<file path="src/rtl/accum_pkg.sv">
package accum_pkg;

    localparam int OPC_W = 3;

    typedef enum logic [OPC_W-1:0] {
        OP_LOAD  = 3'd0,
        OP_STORE = 3'd1,
        OP_JMP   = 3'd2,
        OP_JMPZ  = 3'd3,
        OP_JMPN  = 3'd4,
        OP_ADD   = 3'd5,
        OP_SUB   = 3'd6,
        OP_MUL   = 3'd7
    } opcode_e;

    typedef enum logic [2:0] {
        ST_FETCH,
        ST_DECODE,
        ST_MEMREAD,
        ST_EXECUTE,
        ST_HALT
    } state_e;

    function automatic logic reads_operand(input opcode_e op);
        return (op == OP_LOAD) || (op == OP_ADD) || (op == OP_SUB) || (op == OP_MUL);
    endfunction

endpackage

</file>
<file path="src/rtl/accum_alu.sv">
module accum_alu
    import accum_pkg::*;
#(
    parameter int DATA_W = 16
) (
    input  opcode_e             op,
    input  logic [DATA_W-1:0]   acc,
    input  logic [DATA_W-1:0]   operand,
    output logic [DATA_W-1:0]   result
);

    localparam int PROD_W = 2 * DATA_W;

    logic [PROD_W-1:0] product;

    assign product = {{DATA_W{1'b0}}, acc} * {{DATA_W{1'b0}}, operand};

    always_comb begin
        case (op)
            OP_ADD:  result = acc + operand;
            OP_SUB:  result = acc - operand;
            OP_MUL:  result = product[DATA_W-1:0];
            default: result = operand;
        endcase
    end

endmodule

</file>
<file path="src/rtl/accum_ctrl.sv">
module accum_ctrl
    import accum_pkg::*;
(
    input  logic    clk,
    input  logic    rst,
    input  opcode_e rd_op,
    input  opcode_e ir_op,
    input  logic    acc_zero,
    input  logic    acc_neg,
    input  logic    self_jump,
    output logic    ir_load,
    output logic    pc_inc,
    output logic    pc_load,
    output logic    acc_load,
    output logic    mem_we,
    output logic    addr_from_ir,
    output logic    halted
);

    state_e state_q, state_d;

    always_ff @(posedge clk) begin
        if (rst) state_q <= ST_FETCH;
        else     state_q <= state_d;
    end

    always_comb begin
        state_d = state_q;
        unique case (state_q)
            ST_FETCH:   state_d = ST_DECODE;
            ST_DECODE:  state_d = reads_operand(rd_op) ? ST_MEMREAD : ST_EXECUTE;
            ST_MEMREAD: state_d = ST_EXECUTE;
            ST_EXECUTE: state_d = (ir_op == OP_JMP && self_jump) ? ST_HALT : ST_FETCH;
            ST_HALT:    state_d = ST_HALT;
            default:    state_d = ST_FETCH;
        endcase
    end

    always_comb begin
        ir_load      = 1'b0;
        pc_inc       = 1'b0;
        pc_load      = 1'b0;
        acc_load     = 1'b0;
        mem_we       = 1'b0;
        addr_from_ir = 1'b0;
        halted       = 1'b0;
        unique case (state_q)
            ST_FETCH: ;
            ST_DECODE: begin
                ir_load = 1'b1;
                pc_inc  = 1'b1;
            end
            ST_MEMREAD: addr_from_ir = 1'b1;
            ST_EXECUTE: begin
                unique case (ir_op)
                    OP_LOAD, OP_ADD, OP_SUB, OP_MUL: acc_load = 1'b1;
                    OP_STORE: begin
                        addr_from_ir = 1'b1;
                        mem_we       = 1'b1;
                    end
                    OP_JMP:  pc_load = 1'b1;
                    OP_JMPZ: pc_load = acc_zero;
                    OP_JMPN: pc_load = acc_neg;
                    default: ;
                endcase
            end
            ST_HALT: halted = 1'b1;
            default: ;
        endcase
    end

endmodule

</file>
<file path="src/rtl/accum_core.sv">
module accum_core
    import accum_pkg::*;
#(
    parameter int DATA_W = 16,
    parameter int ADDR_W = 8
) (
    input  logic              clk,
    input  logic              rst,
    output logic [ADDR_W-1:0] mem_addr,
    output logic [DATA_W-1:0] mem_wdata,
    output logic              mem_we,
    input  logic [DATA_W-1:0] mem_rdata,
    output logic              halted,
    output logic [DATA_W-1:0] acc_value
);

    localparam int OPC_LSB = DATA_W - OPC_W;

    logic [ADDR_W-1:0] pc_q;
    logic [DATA_W-1:0] ir_q;
    logic [DATA_W-1:0] acc_q;
    logic [DATA_W-1:0] alu_res;
    logic [ADDR_W-1:0] ir_addr;
    logic [ADDR_W-1:0] cur_pc;
    opcode_e           ir_op;
    opcode_e           rd_op;

    logic ir_load, pc_inc, pc_load, acc_load, addr_from_ir;

    assign ir_op   = opcode_e'(ir_q[DATA_W-1:OPC_LSB]);
    assign rd_op   = opcode_e'(mem_rdata[DATA_W-1:OPC_LSB]);
    assign ir_addr = ir_q[ADDR_W-1:0];
    assign cur_pc  = pc_q - ADDR_W'(1);

    accum_ctrl u_ctrl (
        .clk          (clk),
        .rst          (rst),
        .rd_op        (rd_op),
        .ir_op        (ir_op),
        .acc_zero     (acc_q == '0),
        .acc_neg      (acc_q[DATA_W-1]),
        .self_jump    (ir_addr == cur_pc),
        .ir_load      (ir_load),
        .pc_inc       (pc_inc),
        .pc_load      (pc_load),
        .acc_load     (acc_load),
        .mem_we       (mem_we),
        .addr_from_ir (addr_from_ir),
        .halted       (halted)
    );

    accum_alu #(.DATA_W(DATA_W)) u_alu (
        .op      (ir_op),
        .acc     (acc_q),
        .operand (mem_rdata),
        .result  (alu_res)
    );

    always_ff @(posedge clk) begin
        if (rst) begin
            pc_q  <= '0;
            ir_q  <= '0;
            acc_q <= '0;
        end else begin
            if (ir_load)      ir_q <= mem_rdata;
            if (pc_load)      pc_q <= ir_addr;
            else if (pc_inc)  pc_q <= pc_q + ADDR_W'(1);
            if (acc_load)     acc_q <= alu_res;
        end
    end

    assign mem_addr  = addr_from_ir ? ir_addr : pc_q;
    assign mem_wdata = acc_q;
    assign acc_value = acc_q;

endmodule

</file>
<file path="config.mk">
export PLATFORM = sky130hd
export DESIGN_NAME = accum_core
export DESIGN_NICKNAME = d
export VERILOG_FILES = /design/src/rtl/accum_pkg.sv /design/src/rtl/accum_alu.sv /design/src/rtl/accum_ctrl.sv /design/src/rtl/accum_core.sv
export SDC_FILE = /design/constraint.sdc
export NUM_CORES = 1
export LEC_CHECK = 0
export ABC_CLOCK_PERIOD_IN_PS = 9460
export BUFFER_PORTS_ARGS = -buffer_cell sky130_fd_sc_hd__buf_4
export CORE_ASPECT_RATIO = 1.75
export CORE_MARGIN = 4
export CORE_UTILIZATION = 44
export DETAILED_ROUTE_END_ITERATION = 8
export SLEW_MARGIN = 20
export SYNTH_ARGS = -nofsm -noshare
export SYNTH_HDL_FRONTEND = slang
export SYNTH_SLANG_ARGS = --single-unit
</file>
<file path="constraint.sdc">
create_clock -name clk -period 9.46 [get_ports clk]
set_input_delay 0.946 -clock clk [delete_from_list [all_inputs] [get_ports clk]]
set_output_delay 0.946 -clock clk [all_outputs]
set_load 0.1 [all_outputs]
</file>
# After elaboration in Yosys (flattened, before gate mapping)
# Index checks and enable logic that the tools add are counted.
# op_classes
add_sub_neg	4
mul	1
eq_ne	15
n_mux	16
n_reduce_logical	10
# ops
operator	n
case mux 16 bit (3 select lines)	1
== test 3 bit, second input constant	8
two-way mux 8 bit	3
adder 16 bit	1
logical NOT 16 bit	1
multiplier 16 x 16 -> 16 bit	1
subtractor 16 bit	1
case mux 3 bit (5 select lines)	1
== test 3 x 2 -> 1 bit, second input constant	4
logical NOT 3 bit	3
adder 8 x 1 -> 8 bit, second input constant	1
== test 8 bit	1
two-way mux 1 bit	8
subtractor 8 x 1 -> 8 bit, second input constant	1
== test 3 x 1 -> 1 bit, second input constant	2
OR reduction 4 bit	1
logical OR 1 bit	3
two-way mux 3 bit	1
case mux 1 bit (3 select lines)	1
case mux 1 bit (2 select lines)	1
nonzero test 2 bit	1
logical AND 1 bit	1
# word_totals
reg_bits	43
inputBits	18
elab_cells	50

# Logic depth before layout (Yosys ltp)
# Gate-level depths: netlist of run 1.
# logic_depth
ltp_word	6
mapped_depth	22

# Hierarchy
# A second synthesis of run 1 with hierarchy kept.
# unflattened
hier_cells	917
area_unflattened_um2	7534.7
# modules_own_cells
mod	instances	cells_per_inst	area_per_inst_um2	seq_area_each_um2
accum_alu	1	681	5416.4	0.0
accum_core	1	209	1889.3	700.7
accum_ctrl	1	27	229.0	60.1

# Worst setup path before layout of run 1
# Ideal clock, no wire load.
# synth_path
path_type	input to register
startpoint	in mem_rdata[2]
endpoint	reg acc_q[14] (netlist: acc_value[14])
setup_ns	0.103
t_arrival_ns	6.192
required_ns	9.357
setup_slack_ns	3.165
path_stages	20
n_path_buf	2
cell_sequence	clkbuf_1 -> clkbuf_1 -> nand2_1 -> fa_1 -> fa_1 -> fa_1 -> fa_1 -> inv_1 -> fa_1 -> inv_1 -> fa_1 -> inv_1 -> ha_1 -> nand3_1 -> a211oi_1 -> nor2_1 -> a211oi_1 -> xnor2_1 -> a211oi_1 -> a2111oi_2
# synth_between
elab_chain_len	2
word_cells_on_any_way	4
# synth_lines
element	line	text
start, declared	accum_core.sv:12	input logic [DATA_W-1:0] mem_rdata,
multiplier 16 x 16 -> 16 bit (tied with other cells)	accum_alu.sv:16	assign product = {{DATA_W{1'b0}}, acc} * {{DATA_W{1'b0}}, operand};
case mux 16 bit (3 select lines) (*)	accum_alu.sv:19	case (op)
end signal, assigned	accum_core.sv:68	if (acc_load) acc_q <= alu_res;
end, declared	accum_core.sv:21	logic [DATA_W-1:0] acc_q;
# Mark *: on every way between the ends. The rest lies on a longest branch, timed or not.
# A chain may end at the register's enable or synchronous reset.

# Worst setup path in the final report of run 1
# layout_path
startpoint	in mem_rdata[4]
endpoint	reg acc_q[14] (netlist: acc_value[14])
# Same word-level chain as after synthesis.

==> impl_results.md, run 1 <==
- DR DRC count: 0
- Largest net degree at the start of global routing: 39
- Clock Tree Root: clkbuf_16
- Gate Count Post-Synth: 942
- Metal3 WL: 847 µm
- Peak VDD IR: 0.1236 mV
- Mapped Area: 7393 µm²
- Fillers: 1705
- TNS Setup: 0 ns
- Top_reg_cell synth: dfxtp_1
- Routed wire length: 22120 µm
- Cell Pwr Density: 105.3 nW/µm²
- Initial Utilization: 44.96%
- Critical Path Start Type: input pin
- Clk buf depth: 2
- Share of cells above drive strength 1: 9.810%
- Core area: 16450 µm²
- Count of input and output buffers: 59
- Htree depth: 2
- Starting DRT DRC Count: 430
- Async SR Flop Fraction: 0%
- Final ANT Viol Nets: 0
- Status: complete, no violations
- CTS Sinks: 38
- Met1 wire length: 7745 µm
- Syn nets: 1109
- CP Data Required Time: 9.64 ns
- Highest metal used: met4
- Crit path kind: in -> reg
- Buf/Inv on CP: 5
- ANT cells: 0
- MaxCap Viol Count: 0
- Worst path arrival time: 6.29 ns
- Initial antenna violation count: 0
- Row Count: 62
- Vias in the first global route: 6863
- Via density: 5.520
- CTS tree: yes
- Synth Area per Inst: 7.849 µm²
- RSZ-0062 raised after global routing: false
- Met2 routed WL: 12410 µm
- Clock skew: 0.003944 ns
- Seq/Total Area, Yosys: 10.29%
- Yosys warning total: 0
- Hold_ws: 0.5046 ns
- Final period util: 64.51%
- Fin util: 48.68%
- Crit end category: flop
- Hpwl dp: 17180 µm
- First-pass GRT wire length: 36440 µm
- Number of post-CTS setup repair buffers: 0
- CTS buffer count: 5
- Hold_buf cts: 0
- DIE HEIGHT: 179.5 µm
- 1st-pass router iterations: 5
- Via count: 6469
- CP max stage cell: fa_1
- DP Area: 7839 µm²
- Clock latency on the worst-skew pair: 0.29 ns
- Total power: 842.6 µW
- Wire per inst: 18.87 µm
- IO Pins: 60
- Leak Pwr: 0.003683 µW
- Aggregate global-route resource usage: 24.08%
- Most used cell, CP: fa_1
- Hold Violations, Final: 0
- Cell area after layout: 8005 µm²
- PostCTS Resize Cnt: 0
- Worst-Margin Slew: 0.9662 ns
- GP Congestion: 0.9071
- Post-layout minimum cycle time: 6.103 ns
- Post-synth EDFFs: 0
- Rel. slew slack: 35.59%
- CP top delay family: adder cells
- Critical Path Fanout Max: 17
- Clock slew at reported path FFs: 0.06 ns
- Die width: 106.0 µm
- Fin. max-slew vios: 0
- Register bit total from synthesis: 38
- Critical path cell sequence: buf_4 -> and2_1 -> fa_1 -> inv_1 -> fa_1 -> fa_1 -> fa_1 -> inv_1 -> fa_1 -> inv_1 -> fa_1 -> inv_1 -> ha_1 -> nand3_1 -> a211oi_1 -> nor2_1 -> a211oi_1 -> xnor2_1 -> a211oi_1 -> a2111oi_2
- CP max stage delay: 0.56 ns
- Fmax: 0.1639 GHz
- Hold/Removal Path Class: reg -> reg
- Setup-failing EPs final: 0
- Distinct cells, synth: 64
- Area Growth Syn to Fin: 8.276%
- Area of the die: 19020 µm²
- Final nets: 1114
- Total gr overflow: 0
-- power breakdown --
part	leakage [µW]	total [µW]	internal (µW)	switching [µW]
sequential	0.000309	198	170	28.3
combinational	0.00330	447	157	290
clock	0.0000771	197	125	72.4
total	0.00368	843	452	390
-- cell usage after synthesis, types with 3 or more instances --
cell	number	area share (%)
a211oi_1	10	1.0
a21o_1	3	0.30
a21oi_1	54	3.7
a221o_1	4	0.54
a221oi_1	5	0.59
a22oi_1	4	0.41
a31oi_1	4	0.34
and2_1	69	5.8
and3_1	5	0.42
and4_1	3	0.36
buf_2	4	0.27
buf_4	20	2.0
clkbuf_1	43	2.2
dfxtp_1	38	10
fa_1	81	22
ha_1	68	12
inv_1	123	6.2
mux2_2	5	0.76
nand2_1	121	6.1
nand2b_1	3	0.25
nand3_1	13	0.88
nor2_1	64	3.2
nor2b_1	5	0.42
nor3_1	17	1.2
nor3b_1	3	0.30
nor4_1	7	0.59
o211ai_1	5	0.51
o21a_1	12	1.2
o21ai_0	23	1.6
o21bai_1	3	0.30
o31ai_1	5	0.51
or2_2	3	0.25
or3_1	4	0.34
xnor2_1	60	7.1
xor2_1	17	2.0
-- tightest hold or removal path, cell delays in order (launching register included) --
cell	delay, ns
dfxtp_1	0.34
nand2_1	0.07
a21oi_1	0.05
-- state kept, by name (all words and copies together), names as in the netlist --
| signal | flops |
|---|---|
| acc_value | 16 |
| ir_q | 11 |
| pc_q | 8 |
| u_ctrl.state_q | 3 |
-- metal layers --
metal,up-vias,global-route usage [%]
met2,171,47.75
met1,3206,25.12
li1,3028,-
met4,0,10.27
met5,-,0
met3,64,2.046
-- stage by stage --
step / worst slack (ns) / std cells
3_3_place_gp: 3.073 / 1164
3_5_place_dp: 3.058 / 1164
2_1_floorplan: 3.165 / 942
5_1_grt: 3.026 / 1172
6_report: 3.357 / 1172
4_1_cts: 3.319 / 1172
-- layout make-up --
cell class / count / area, µm² / area share (%)
clock buffer: 6 / 128.9 / 1.610
clock inverter: 2 / 37.54 / 0.4689
inverter: 123 / 461.7 / 5.767
multi-input combinational: 711 / 5826 / 72.77
sequential: 38 / 760.7 / 9.503
tap: 224 / 280.3 / 3.501
timing repair buffer: 68 / 510.5 / 6.377
-- path summary, 6_finish.rpt --
kind,start,cells past startpoint,slack [ns],end
hold reg to reg,ir_q[6],2,0.50,ir_q[6]
setup / recovery,mem_rdata[4],20,3.36,acc_value[14]
setup reg to reg,acc_value[7],19,3.51,acc_value[14]
hold / removal,ir_q[6],2,0.50,ir_q[6]
-- placed cells by master, fill, tap and decap left out, drive strengths merged, types with 4 or more instances in the layout --
| master | n |
|---|---|
| clkbuf | 6 |
| buf | 68 |
| a22oi | 4 |
| nand2 | 121 |
| or3 | 4 |
| o211ai | 6 |
| mux2 | 6 |
| and2 | 70 |
| a211oi | 10 |
| and3 | 5 |
| inv | 123 |
| nor2b | 5 |
| a221o | 4 |
| a31oi | 4 |
| a21oi | 55 |
| o21ai | 26 |
| nand3 | 13 |
| dfxtp | 38 |
| a221oi | 5 |
| nor3 | 17 |
| xor2 | 17 |
| fa | 81 |
| ha | 68 |
| nor4 | 8 |
| o31ai | 5 |
| nor2 | 64 |
| xnor2 | 60 |
| o21a | 12 |
-- kinds of logic after synthesis --
kind of cell | share of synthesized area, %
simple gates | 21.46
buf+inv | 10.92
compound gates | 13.37
fa+ha+maj | 33.44
xor+xnor | 9.426
flops | 10.29
mux | 1.100
No activity file was read; power rests on OpenSTA's default activity.
==> run 2, diff against run 1 <==
--- a/config.mk
+++ b/config.mk
@@ -5,7 +5,7 @@
 export SDC_FILE = /design/constraint.sdc
 export NUM_CORES = 1
 export LEC_CHECK = 0
-export ABC_CLOCK_PERIOD_IN_PS = 9460
+export ABC_CLOCK_PERIOD_IN_PS = 6030
 export BUFFER_PORTS_ARGS = -buffer_cell sky130_fd_sc_hd__buf_4
 export CORE_ASPECT_RATIO = 1.75
 export CORE_MARGIN = 4
==> constraint.sdc (replaced) <==
create_clock -name clk -period 6.03 [get_ports clk]
set_input_delay 0.603 -clock clk [delete_from_list [all_inputs] [get_ports clk]]
set_output_delay 0.603 -clock clk [all_outputs]
set_load 0.1 [all_outputs]
==> impl_results.md, run 2 (synthesis results as in run 1) <==
- Critical Path Start Type: flop
- Leak Pwr: 0.003863 µW (+4.9%)
- CP Data Required Time: 6.22 ns (-3.42 ns)
- Crit path kind: reg -> reg
- Number of post-CTS setup repair buffers: 0 (unchanged)
- Via density: 5.419 (-1.8%)
- Htree depth: 2 (unchanged)
- DIE HEIGHT: 179.5 µm (unchanged)
- GP Congestion: 0.8963 (-1.2%)
- IO Pins: 60 (unchanged)
- Area Growth Syn to Fin: 12.10%
- Final nets: 1145 (+2.8%)
- Most used cell, CP: fa_1
- Clock latency on the worst-skew pair: 0.29 ns (about the same)
- Fin. max-slew vios: 0 (unchanged)
- Fin util: 50.40% (+1.7 points)
- Setup-failing EPs final: 0 (unchanged)
- Die width: 106.0 µm (unchanged)
- Leading cell type in the layout, fill and taps excluded: inv_1
- Most frequent cells in the layout: inv_1 (123), nand2_1 (121), buf_4 (98)
- Initial Utilization: 44.96% (unchanged)
- Clock skew: 0.004294 ns (+0.0003497 ns)
- CP max stage delay: 0.68 ns (+0.12 ns)
- Vias in the first global route: 6999 (+2.0%)
- Starting DRT DRC Count: 299 (-30%)
- CTS Sinks: 38 (unchanged)
- Clock slew at reported path FFs: 0.06 ns (about the same)
- DR DRC count: 0 (unchanged)
- Row Count: 62 (unchanged)
- Crit end category: flop
- Fmax: 0.1751 GHz
- Hold/Removal Path Class: reg -> reg
- Final ANT Viol Nets: 0 (unchanged)
- Final period util: 94.72%
- Critical Path Fanout Max: 17 (unchanged)
- Clock Tree Root: clkbuf_16
- Count of input and output buffers: 59 (unchanged)
- Worst-Margin Slew: 0.9268 ns (-0.03940 ns)
- Post-layout minimum cycle time: 5.711 ns
- 1st-pass router iterations: 5 (unchanged)
- Critical path cell sequence: and2_1 -> fa_1 -> inv_1 -> fa_1 -> fa_1 -> fa_1 -> inv_1 -> fa_1 -> inv_1 -> fa_1 -> inv_1 -> ha_1 -> nand3_1 -> a211oi_1 -> nor2_1 -> a211oi_1 -> xnor2_1 -> a211oi_1 -> a2111oi_2
- Largest net degree at the start of global routing: 39 (unchanged)
- RSZ-0062 raised after global routing: false
- Wire per inst: 19.26 µm (+2.0%)
- Fillers: 1721 (+0.94%)
- TNS Setup: 0 ns (unchanged)
- Peak VDD IR: 0.1847 mV (+49%)
- Total power: 1403 µW (+66%)
- Largest register FFs: 16 (unchanged)
- Worst path arrival time: 5.90 ns (-0.39 ns)
- Cell Pwr Density: 169.3 nW/µm² (+61%)
- Clk buf depth: 2 (unchanged)
- First-pass GRT wire length: 37630 µm (+3.3%)
- Share of cells above drive strength 1: 13.59% (+3.8 points)
- Hold Violations, Final: 0 (unchanged)
- ANT cells: 0 (unchanged)
- Initial antenna violation count: 0 (unchanged)
- Core area: 16450 µm² (unchanged)
- Status: complete, no violations
- Hpwl dp: 18840 µm (+9.6%)
- Rel. slew slack: 38.21% (+2.6 points)
- CTS tree: yes
- MaxCap Viol Count: 0 (unchanged)
- Area of the die: 19020 µm² (unchanged)
- Via count: 6519 (+0.77%)
- CP max stage cell: dfxtp_2
- Aggregate global-route resource usage: 25.35% (+1.3 points)
- Routed wire length: 23170 µm (+4.7%)
- Total gr overflow: 0 (unchanged)
- CTS buffer count: 5 (unchanged)
-- run 2: changes by cell type in the layout (fill, tap and decap cells not counted), sizes merged --
cell      delta
clkinv       +1
clkinvlp     -1
clkbuf       -1
buf         +31
bufinv       +1
-- run 2: report_power, final --
| group | switching [µW] | leakage (µW) | internal, µW | total (µW) |
|---|---|---|---|---|
| combinational | 467 | 0.00346 | 270 | 738 |
| clock | 117 | 0.0000940 | 238 | 355 |
| sequential | 42.8 | 0.000313 | 268 | 311 |
-- run 2: repair_timing --
action | CTS | global route
hold buffers | 0 | 0
setup endpoints to repair | 0 | 1
gates resized for setup | 0 | 1
-- run 2: cell type report --
cell class | instances | area [µm²] | area share [%]
multi-input combinational | 711 | 5826 | 70.29
sequential | 38 | 770.7 | 9.300
timing repair buffer | 99 | 755.7 | 9.118
inverter | 123 | 461.7 | 5.571
tap | 224 | 280.3 | 3.382
clock buffer | 5 | 125.1 | 1.510
clock inverter | 3 | 68.82 | 0.8303
-- run 2: per-layer routing --
metal / global-route usage [%] / wire (µm)
met4: 15.51 / 1692
met2: 47.42 / 12480
met5: 0 / 0
met1: 26.78 / 8060
met3: 2.369 / 935
-- run 2: per-stage QoR --
stage               setup WS (ns)  instances  cell area, µm²  hold WS [ns]
finish                     0.3187       1203            8288        0.5022
CTS                        0.2786       1203            8287        0.5051
global route              0.05414       1203            8288        0.5371
detailed placement        0.06100       1195            8093        0.4952
floorplan                 0.07778        942            7402        0.4703
global placement           0.1036       1195            8093        0.4946
-- run 2: worst max-delay path, delay by kind of cell (launching register included) --
kind | cells | cell delay (ns)
AOI/OAI and AO/OA | 4 | 0.99
buffers and inverters | 4 | 0.25
adders and majority gates | 7 | 3.11
and+or+nand+nor | 3 | 0.42
xor gates and xnor gates | 1 | 0.16
DFF | 1 | 0.68
-- run 2: worst paths after layout --
kind	from	endpoint	slack [ns]	depth (start not counted)
setup / recovery	acc_value[4]	acc_value[14]	0.32	19
setup reg to reg	acc_value[4]	acc_value[14]	0.32	19
hold reg to reg	ir_q[7]	ir_q[7]	0.50	2
hold / removal	ir_q[7]	ir_q[7]	0.50	2
